**config.mk**
```make
export PLATFORM = sky130hd
export DESIGN_NAME = usb_pwrup_seq
export DESIGN_NICKNAME = d
export VERILOG_FILES = /design/src/rtl/usb_pwrup_pkg.sv /design/src/rtl/usb_pwrup_wait_cnt.sv /design/src/rtl/usb_pwrup_fsm.sv /design/src/rtl/usb_pwrup_out_dec.sv /design/src/rtl/usb_pwrup_seq.sv
export SDC_FILE = /design/constraint.sdc
export NUM_CORES = 1
export LEC_CHECK = 0
export BUFFER_PORTS_ARGS = -buffer_cell sky130_fd_sc_hd__buf_2
export CORE_UTILIZATION = 30
export DETAILED_ROUTE_END_ITERATION = 10
export PLACE_DENSITY_LB_ADDON = 0.3
export RECOVER_POWER = 25
export SYNTH_ARGS = -nofsm -noshare
export SYNTH_HDL_FRONTEND = slang
export SYNTH_HIERARCHICAL = 1
export SYNTH_SLANG_ARGS = --single-unit
```
**constraint.sdc**
```tcl
create_clock -name clk -period 9 [get_ports clk]
set_clock_uncertainty 0.15 [all_clocks]
set_input_delay 1.8 -clock clk [delete_from_list [all_inputs] [get_ports clk]]
set_output_delay 1.8 -clock clk [all_outputs]
set_load 0.005 [all_outputs]
```
**src/rtl/usb_pwrup_pkg.sv**
```systemverilog
package usb_pwrup_pkg;
   typedef enum logic [2:0] {
      ST_OFF      = 3'd0,
      ST_POWERING = 3'd1,
      ST_RELEASE  = 3'd2,
      ST_CLEAR    = 3'd3,
      ST_READY    = 3'd4
   } seq_state_t;

   typedef struct packed {
      logic pwr_down;
      logic core_rst;
      logic irq_clr;
      logic ready;
   } seq_out_t;
endpackage

```
**src/rtl/usb_pwrup_wait_cnt.sv**
```systemverilog
module usb_pwrup_wait_cnt #(
   parameter int CNT_W    = 16,
   parameter int MIN_WAIT = 1
) (
   input  logic             clk,
   input  logic             rst_n,
   input  logic             load_i,
   input  logic             dec_i,
   input  logic [CNT_W-1:0] cycles_i,
   output logic             done_o
);
   localparam logic [CNT_W-1:0] FLOOR = CNT_W'(MIN_WAIT);

   logic [CNT_W-1:0] remain_q;
   logic [CNT_W-1:0] eff_wait;

   generate
      if (MIN_WAIT < 1) begin : g_bad_min
         $error("MIN_WAIT must be at least 1");
      end
      if (CNT_W < 1 || CNT_W > 32) begin : g_bad_w
         $error("CNT_W must be within 1..32");
      end
   endgenerate

   // effective wait is never below the floor; the counter holds wait-1
   always_comb begin
      eff_wait = (cycles_i < FLOOR) ? FLOOR : cycles_i;
   end

   always_ff @(posedge clk or negedge rst_n) begin
      if (!rst_n) begin
         remain_q <= '0;
      end else if (load_i) begin
         remain_q <= eff_wait - CNT_W'(1);
      end else if (dec_i && remain_q != '0) begin
         remain_q <= remain_q - CNT_W'(1);
      end
   end

   assign done_o = (remain_q == '0);
endmodule

```
**src/rtl/usb_pwrup_fsm.sv**
```systemverilog
module usb_pwrup_fsm
   import usb_pwrup_pkg::*;
(
   input  logic       clk,
   input  logic       rst_n,
   input  logic       start_i,
   input  logic       wait_done_i,
   output logic       load_o,
   output logic       dec_o,
   output seq_state_t state_o
);
   seq_state_t state_q, state_d;

   always_comb begin
      state_d = state_q;
      load_o  = 1'b0;
      dec_o   = 1'b0;
      unique case (state_q)
         ST_OFF: if (start_i) begin
            state_d = ST_POWERING;
            load_o  = 1'b1;
         end
         ST_POWERING: begin
            dec_o = 1'b1;
            if (wait_done_i) state_d = ST_RELEASE;
         end
         ST_RELEASE: state_d = ST_CLEAR;
         ST_CLEAR:   state_d = ST_READY;
         ST_READY: if (start_i) begin
            state_d = ST_POWERING;
            load_o  = 1'b1;
         end
         default: state_d = ST_OFF;
      endcase
   end

   always_ff @(posedge clk or negedge rst_n) begin
      if (!rst_n) state_q <= ST_OFF;
      else        state_q <= state_d;
   end

   assign state_o = state_q;
endmodule

```
**src/rtl/usb_pwrup_out_dec.sv**
```systemverilog
module usb_pwrup_out_dec
   import usb_pwrup_pkg::*;
(
   input  seq_state_t state_i,
   output seq_out_t   out_o
);
   always_comb begin
      out_o = '{pwr_down: 1'b1, core_rst: 1'b1, irq_clr: 1'b0, ready: 1'b0};
      unique case (state_i)
         ST_OFF:      ;
         ST_POWERING: out_o.pwr_down = 1'b0;
         ST_RELEASE:  out_o = '{pwr_down: 1'b0, core_rst: 1'b0, irq_clr: 1'b0, ready: 1'b0};
         ST_CLEAR:    out_o = '{pwr_down: 1'b0, core_rst: 1'b0, irq_clr: 1'b1, ready: 1'b0};
         ST_READY:    out_o = '{pwr_down: 1'b0, core_rst: 1'b0, irq_clr: 1'b0, ready: 1'b1};
         default:     ;
      endcase
   end
endmodule

```
**src/rtl/usb_pwrup_seq.sv**
```systemverilog
module usb_pwrup_seq
   import usb_pwrup_pkg::*;
#(
   parameter int CNT_W    = 16,
   parameter int MIN_WAIT = 1
) (
   input  logic             clk,
   input  logic             rst_n,
   input  logic             start_i,
   input  logic [CNT_W-1:0] startup_cycles_i,
   output logic             pwr_down_o,
   output logic             core_rst_o,
   output logic             irq_clr_o,
   output logic             ready_o
);
   logic       load, dec, done;
   seq_state_t state;
   seq_out_t   outs;

   usb_pwrup_wait_cnt #(.CNT_W(CNT_W), .MIN_WAIT(MIN_WAIT)) u_cnt (
      .clk(clk), .rst_n(rst_n), .load_i(load), .dec_i(dec),
      .cycles_i(startup_cycles_i), .done_o(done)
   );

   usb_pwrup_fsm u_fsm (
      .clk(clk), .rst_n(rst_n), .start_i(start_i), .wait_done_i(done),
      .load_o(load), .dec_o(dec), .state_o(state)
   );

   usb_pwrup_out_dec u_dec (.state_i(state), .out_o(outs));

   assign pwr_down_o = outs.pwr_down;
   assign core_rst_o = outs.core_rst;
   assign irq_clr_o  = outs.irq_clr;
   assign ready_o    = outs.ready;
endmodule

```
# Word level (Yosys, flattened, before mapping)
# Cells that the tools add are included.
[word_totals] ram_bits=0 regBits=19 latchBits=0 memories=0 romBits=0 output_inout_bits=4 inputBits=19
[classes] shifts=0 bitwise_logic=0 muxes=11 n_div=0 n_mul=0 reduce_logical=8 n_eq_ne=6 order_cmp=1 add_sub_neg=2
[ops] op="16-bit 2-to-1 mux" count=3
[ops] op="16-bit by 1-bit subtractor with 16-bit output, second input constant" count=2
[ops] op="16-bit zero test" count=1
[ops] op="16-bit by 1-bit less-than comparator with 1-bit output, second input constant" count=1
[ops] op="16-bit nonzero test" count=1
[ops] op="3-bit case mux with 4 select lines" count=1
[ops] op="3-bit case mux with 3 select lines" count=1
[ops] op="3-bit by 2-bit equality test with 1-bit output, second input constant" count=2
[ops] op="3-bit 2-to-1 mux" count=2
[ops] op="1-bit 2-to-1 mux" count=4
[ops] op="4-bit OR reduction" count=1
[ops] op="3-bit by 1-bit equality test with 1-bit output, second input constant" count=1
[ops] op="3-bit equality test, second input constant" count=1
[ops] op="3-bit zero test" count=1
[ops] op="2-bit by 1-bit inequality test with 1-bit output, second input constant" count=1
[ops] op="2-bit inequality test, second input constant" count=1
[ops] op="2-bit AND reduction" count=1
[ops] op="2-bit nonzero test" count=1
[ops] op="2-bit OR reduction" count=1
[ops] op="1-bit logical AND" count=1

# Logic depth before layout (Yosys ltp)
[depth] ltp_word=5 ltp_mapped=13 ltp_nobuf=11

# By module
# The synthesis kept the hierarchy.
[by_module_without_submodules] mod="usb_pwrup_wait_cnt" area_each_um2=1328.8 seq_area_each_um2=400.4 cells_each=146 n_inst=1
[by_module_without_submodules] mod="usb_pwrup_fsm" area_each_um2=155.1 seq_area_each_um2=75.1 cells_each=14 n_inst=1
[by_module_without_submodules] mod="usb_pwrup_out_dec" area_each_um2=41.3 seq_area_each_um2=0.0 cells_each=6 n_inst=1

# Worst setup path before layout
# No wires, ideal clock.
[synth_path] kind="in2reg" startpoint="in start_i" endpoint="reg u_cnt.remain_q[10]" required_ps=8723 stages=13 n_path_buf=4 slack_ps=4158 arrival_time_ps=4565 cell_sequence="nor3b_1 buf_2 buf_2 buf_2 buf_2 mux2i_1 ha_1 and3b_1 a32o_1 and3b_1 nor2b_1 xnor2_1 mux2i_1"
[synth_via] elab_chain_len=3 elab_cells_between_ends=4
[synth_lines] item="from (decl)" line="usb_pwrup_seq.sv:9" text="input logic start_i,"
[synth_lines] item="1-bit 2-to-1 mux *" line="usb_pwrup_fsm.sv:19, usb_pwrup_fsm.sv:29"
[synth_lines] item="1-bit 2-to-1 mux *"
[synth_lines] item="16-bit 2-to-1 mux / 2-bit nonzero test (equally long branches)"
[synth_lines] item="to (signal assigned)" line="usb_pwrup_wait_cnt.sv:35" text="remain_q <= eff_wait - CNT_W'(1);"
[synth_lines] item="to (signal assigned)" line="usb_pwrup_wait_cnt.sv:37" text="remain_q <= remain_q - CNT_W'(1);"
[synth_lines] item="to (decl)" line="usb_pwrup_wait_cnt.sv:14" text="logic [CNT_W-1:0] remain_q;"
# Mark *: on every way between the ends. The rest lies on a longest branch, timed or not.
# A chain may end at the register's enable or synchronous reset.

# Final worst setup path
[layout_path] startpoint="in startup_cycles_i[13]" endpoint="reg u_cnt.remain_q[10]"
[layout_via] elab_chain_len=4
[layout_lines] item="from (decl)" line="usb_pwrup_seq.sv:10" text="input logic [CNT_W-1:0] startup_cycles_i,"
[layout_lines] item="16-bit by 1-bit less-than comparator with 1-bit output" line="usb_pwrup_wait_cnt.sv:28" text="eff_wait = (cycles_i < FLOOR) ? FLOOR : cycles_i;"
[layout_lines] item="16-bit 2-to-1 mux" line="usb_pwrup_wait_cnt.sv:28"
[layout_lines] item="16-bit by 1-bit subtractor with 16-bit output" line="usb_pwrup_wait_cnt.sv:35"
[layout_lines] item="16-bit 2-to-1 mux" line="usb_pwrup_wait_cnt.sv:34" text="end else if (load_i) begin"
# Every way passes these cells.

==> flow_metrics.tcl <==
set metrics [dict create \
    outcome "complete, no violations" \
    gp_congestion 0.757 \
    holdBufCountCts 0 \
    endpoint_kind "flop" \
    drive_above_1_share_pct 19.7 \
    synth_nets 186 \
    cts_tree "built" \
    arrival_ns 4.28 \
    cts_htree_levels 1 \
    vias_per_cell 5.09 \
    rsz0062_at_grt "false" \
    worstMarginPinSlew_ns 1.10 \
    cts_setup_buffers 0 \
    synth.top_cell.area_share_pct 31.2 \
    num_vias 1299 \
    ys.flop_type "dfrtp_1" \
    syn_area_mm2 0.00153 \
    fin_crit_sh_pct 47.7 \
    post-route-util_pct 36.1 \
    synth.avg_cell_area_um2 9.19 \
    syn_inst 166 \
    clockBufferDepth 2 \
    cts_buffers 3 \
    fmax_ghz 0.233 \
    drt_wl_total_um 3370 \
    grt_util_all_layers_pct 13.6 \
    synth_area_leaders "dfrtp_1, mux2i_1, xnor2_1" \
    core_mm2 0.00482 \
    antennaDiodeCount 0 \
    final_common_cell "buf_2" \
    netlist.top_cell.by_area "dfrtp_1" \
    rows 25 \
    ys_seq_elements 19 \
    hold_viol 0 \
    timing.rr.start "u_fsm/state_o[1]" \
    cp-endpoint "u_cnt/remain_q[10]" \
    grt.overflow.total 0 \
    setup_tns_ns 0 \
    worstPathMaxFanout 6 \
    firstDrtPassIters 4 \
    start_util_pct 31.7 \
    grt_pass1_wl_um 5750 \
    maxCapViolCount 0 \
    numClockSinks 19 \
    ir_worst_vdd_mv 0.105 \
    layout_common_cells "buf_2, dfrtp_1, nor2_1" \
    drc 0 \
    initialDrtViolationCount 68 \
    crit_path_start "startup_cycles_i[13]" \
    p_per_area_mw_per_mm2 217 \
    wl_per_cell_um 13.2 \
    hold_class "reg2reg" \
    grt_pass1_vias 1247 \
    place_ws_ns 4.41 \
    maxSlewHeadroom_pct 26.5 \
    synth.yosys.seq_area_share_pct 31.2 \
    finalSetupViolCount 0 \
    ys_warn_count 6 \
    grt_max_degree 45 \
    dp_hpwl_um 2440 \
    async_flop_share_pct 100 \
    final_nets 209 \
    cp.required_ns 8.98 \
    ioPinCount 23 \
    clock_latency_ns 0.26 \
    path_clk_slew_ns 0.08 \
    die_h_um 73.3 \
    area_delta_synth_final_pct 14.0 \
    synth_edf_count 0 \
    setup_ws_ns 4.71 \
    final.min_clock_period_ns 4.29 \
    worstReg2RegEnd "u_cnt/remain_q[10]" \
    yosys.cell_types.count 41 \
    clock-root-buffer "clkbuf_8" \
    p_total_uw 378 \
    ant_nets 0 \
    cts-resized-gates 0 \
    crit_path_start_kind "input pin" \
    die-area_mm2 0.00537 \
    die_w_um 73.3 \
    critPathKind "in2reg" \
    port-buffer-count 22 \
    drv_slew 0 \
    rrSetupSlack_ns 5.87 \
    leakage_nw 0.617 \
    reg2regPathDepth 11 \
    antenna_found_initial 0 \
]
-- area by class of cell --
type | instances | area, µm²
multi-input cells | 136 | 995
fillers | 531 | 3080
inverters | 6 | 22.5
flip-flops and latches | 19 | 475
well taps | 67 | 83.8
repair buffers | 23 | 116
clock inverters | 1 | 5.00
clock buffers | 3 | 41.3
-- logic make-up after synthesis --
group | synth area share [%]
flops | 31.2
simple gates | 29.5
mux | 8.61
fa+ha+maj | 0.820
xor+xnor | 13.2
compound gates | 13.1
buf+inv | 3.53
-- state kept, by name, indices dropped and copies added (netlist names) --
| register | cells |
|---|---|
| u_cnt/remain_q | 16 |
| u_fsm/state_o | 3 |
-- stage by stage --
step / hold WS [ns] / area (µm²) / std cells
2_1_floorplan: 0.319 / 1530 / 166
3_3_place_gp: 0.364 / 1700 / 251
3_5_place_dp: 0.366 / 1700 / 251
4_1_cts: 0.377 / 1750 / 255
5_1_grt: 0.417 / 1740 / 255
6_report: 0.377 / 1740 / 255
-- worst max-delay path: stages --
cell      delay, ns
buf_2          0.13
nor4_1         0.37
nand4_1        0.18
o311ai_0       0.28
o21ai_0        0.18
ha_1           0.29
and3b_1        0.20
a32o_1         0.24
and3b_1        0.22
nor2b_1        0.15
xnor2_1        0.16
mux2i_1        0.08
-- worst min path at each step --
| stage | startpoint | to | slack (ns) | cells past startpoint |
|---|---|---|---|---|
| final | u_fsm/state_o[2] | u_fsm/state_o[1] | 0.38 | 1 |
| after global routing | u_fsm/state_o[2] | u_fsm/state_o[1] | 0.42 | 1 |
| after CTS | u_fsm/state_o[2] | u_fsm/state_o[1] | 0.38 | 1 |
| after detailed placement | u_fsm/state_o[2] | u_fsm/state_o[1] | 0.37 | 1 |
| after global placement | u_fsm/state_o[2] | u_fsm/state_o[1] | 0.36 | 1 |
| after floorplan | u_fsm/state_o[2] | u_fsm/state_o[1] | 0.32 | 1 |
-- power breakdown --
group          internal [mW]  switching, mW
logic                 0.0733         0.0735
registers              0.123         0.0458
clock network         0.0308         0.0315
total                  0.227          0.151
-- synthesized netlist by cell type (all sizes together), types with 6 or more instances --
cell	count
nor3b	7
mux2i	12
nor3	15
a21oi	7
nand2	9
xnor2	12
dfrtp	19
inv	6
xor2	11
nor2	16
nor4	12
-- routing by layer --
metal	up-vias	GRT usage (%)	part of all wire, %
met3	2	3.02	4.6
met4	0	1.92	0.50
met2	39	23.3	45
met1	610	18.1	50
li1	648	-	-
met5	-	0	0
(Power assumes the default switching activity.)
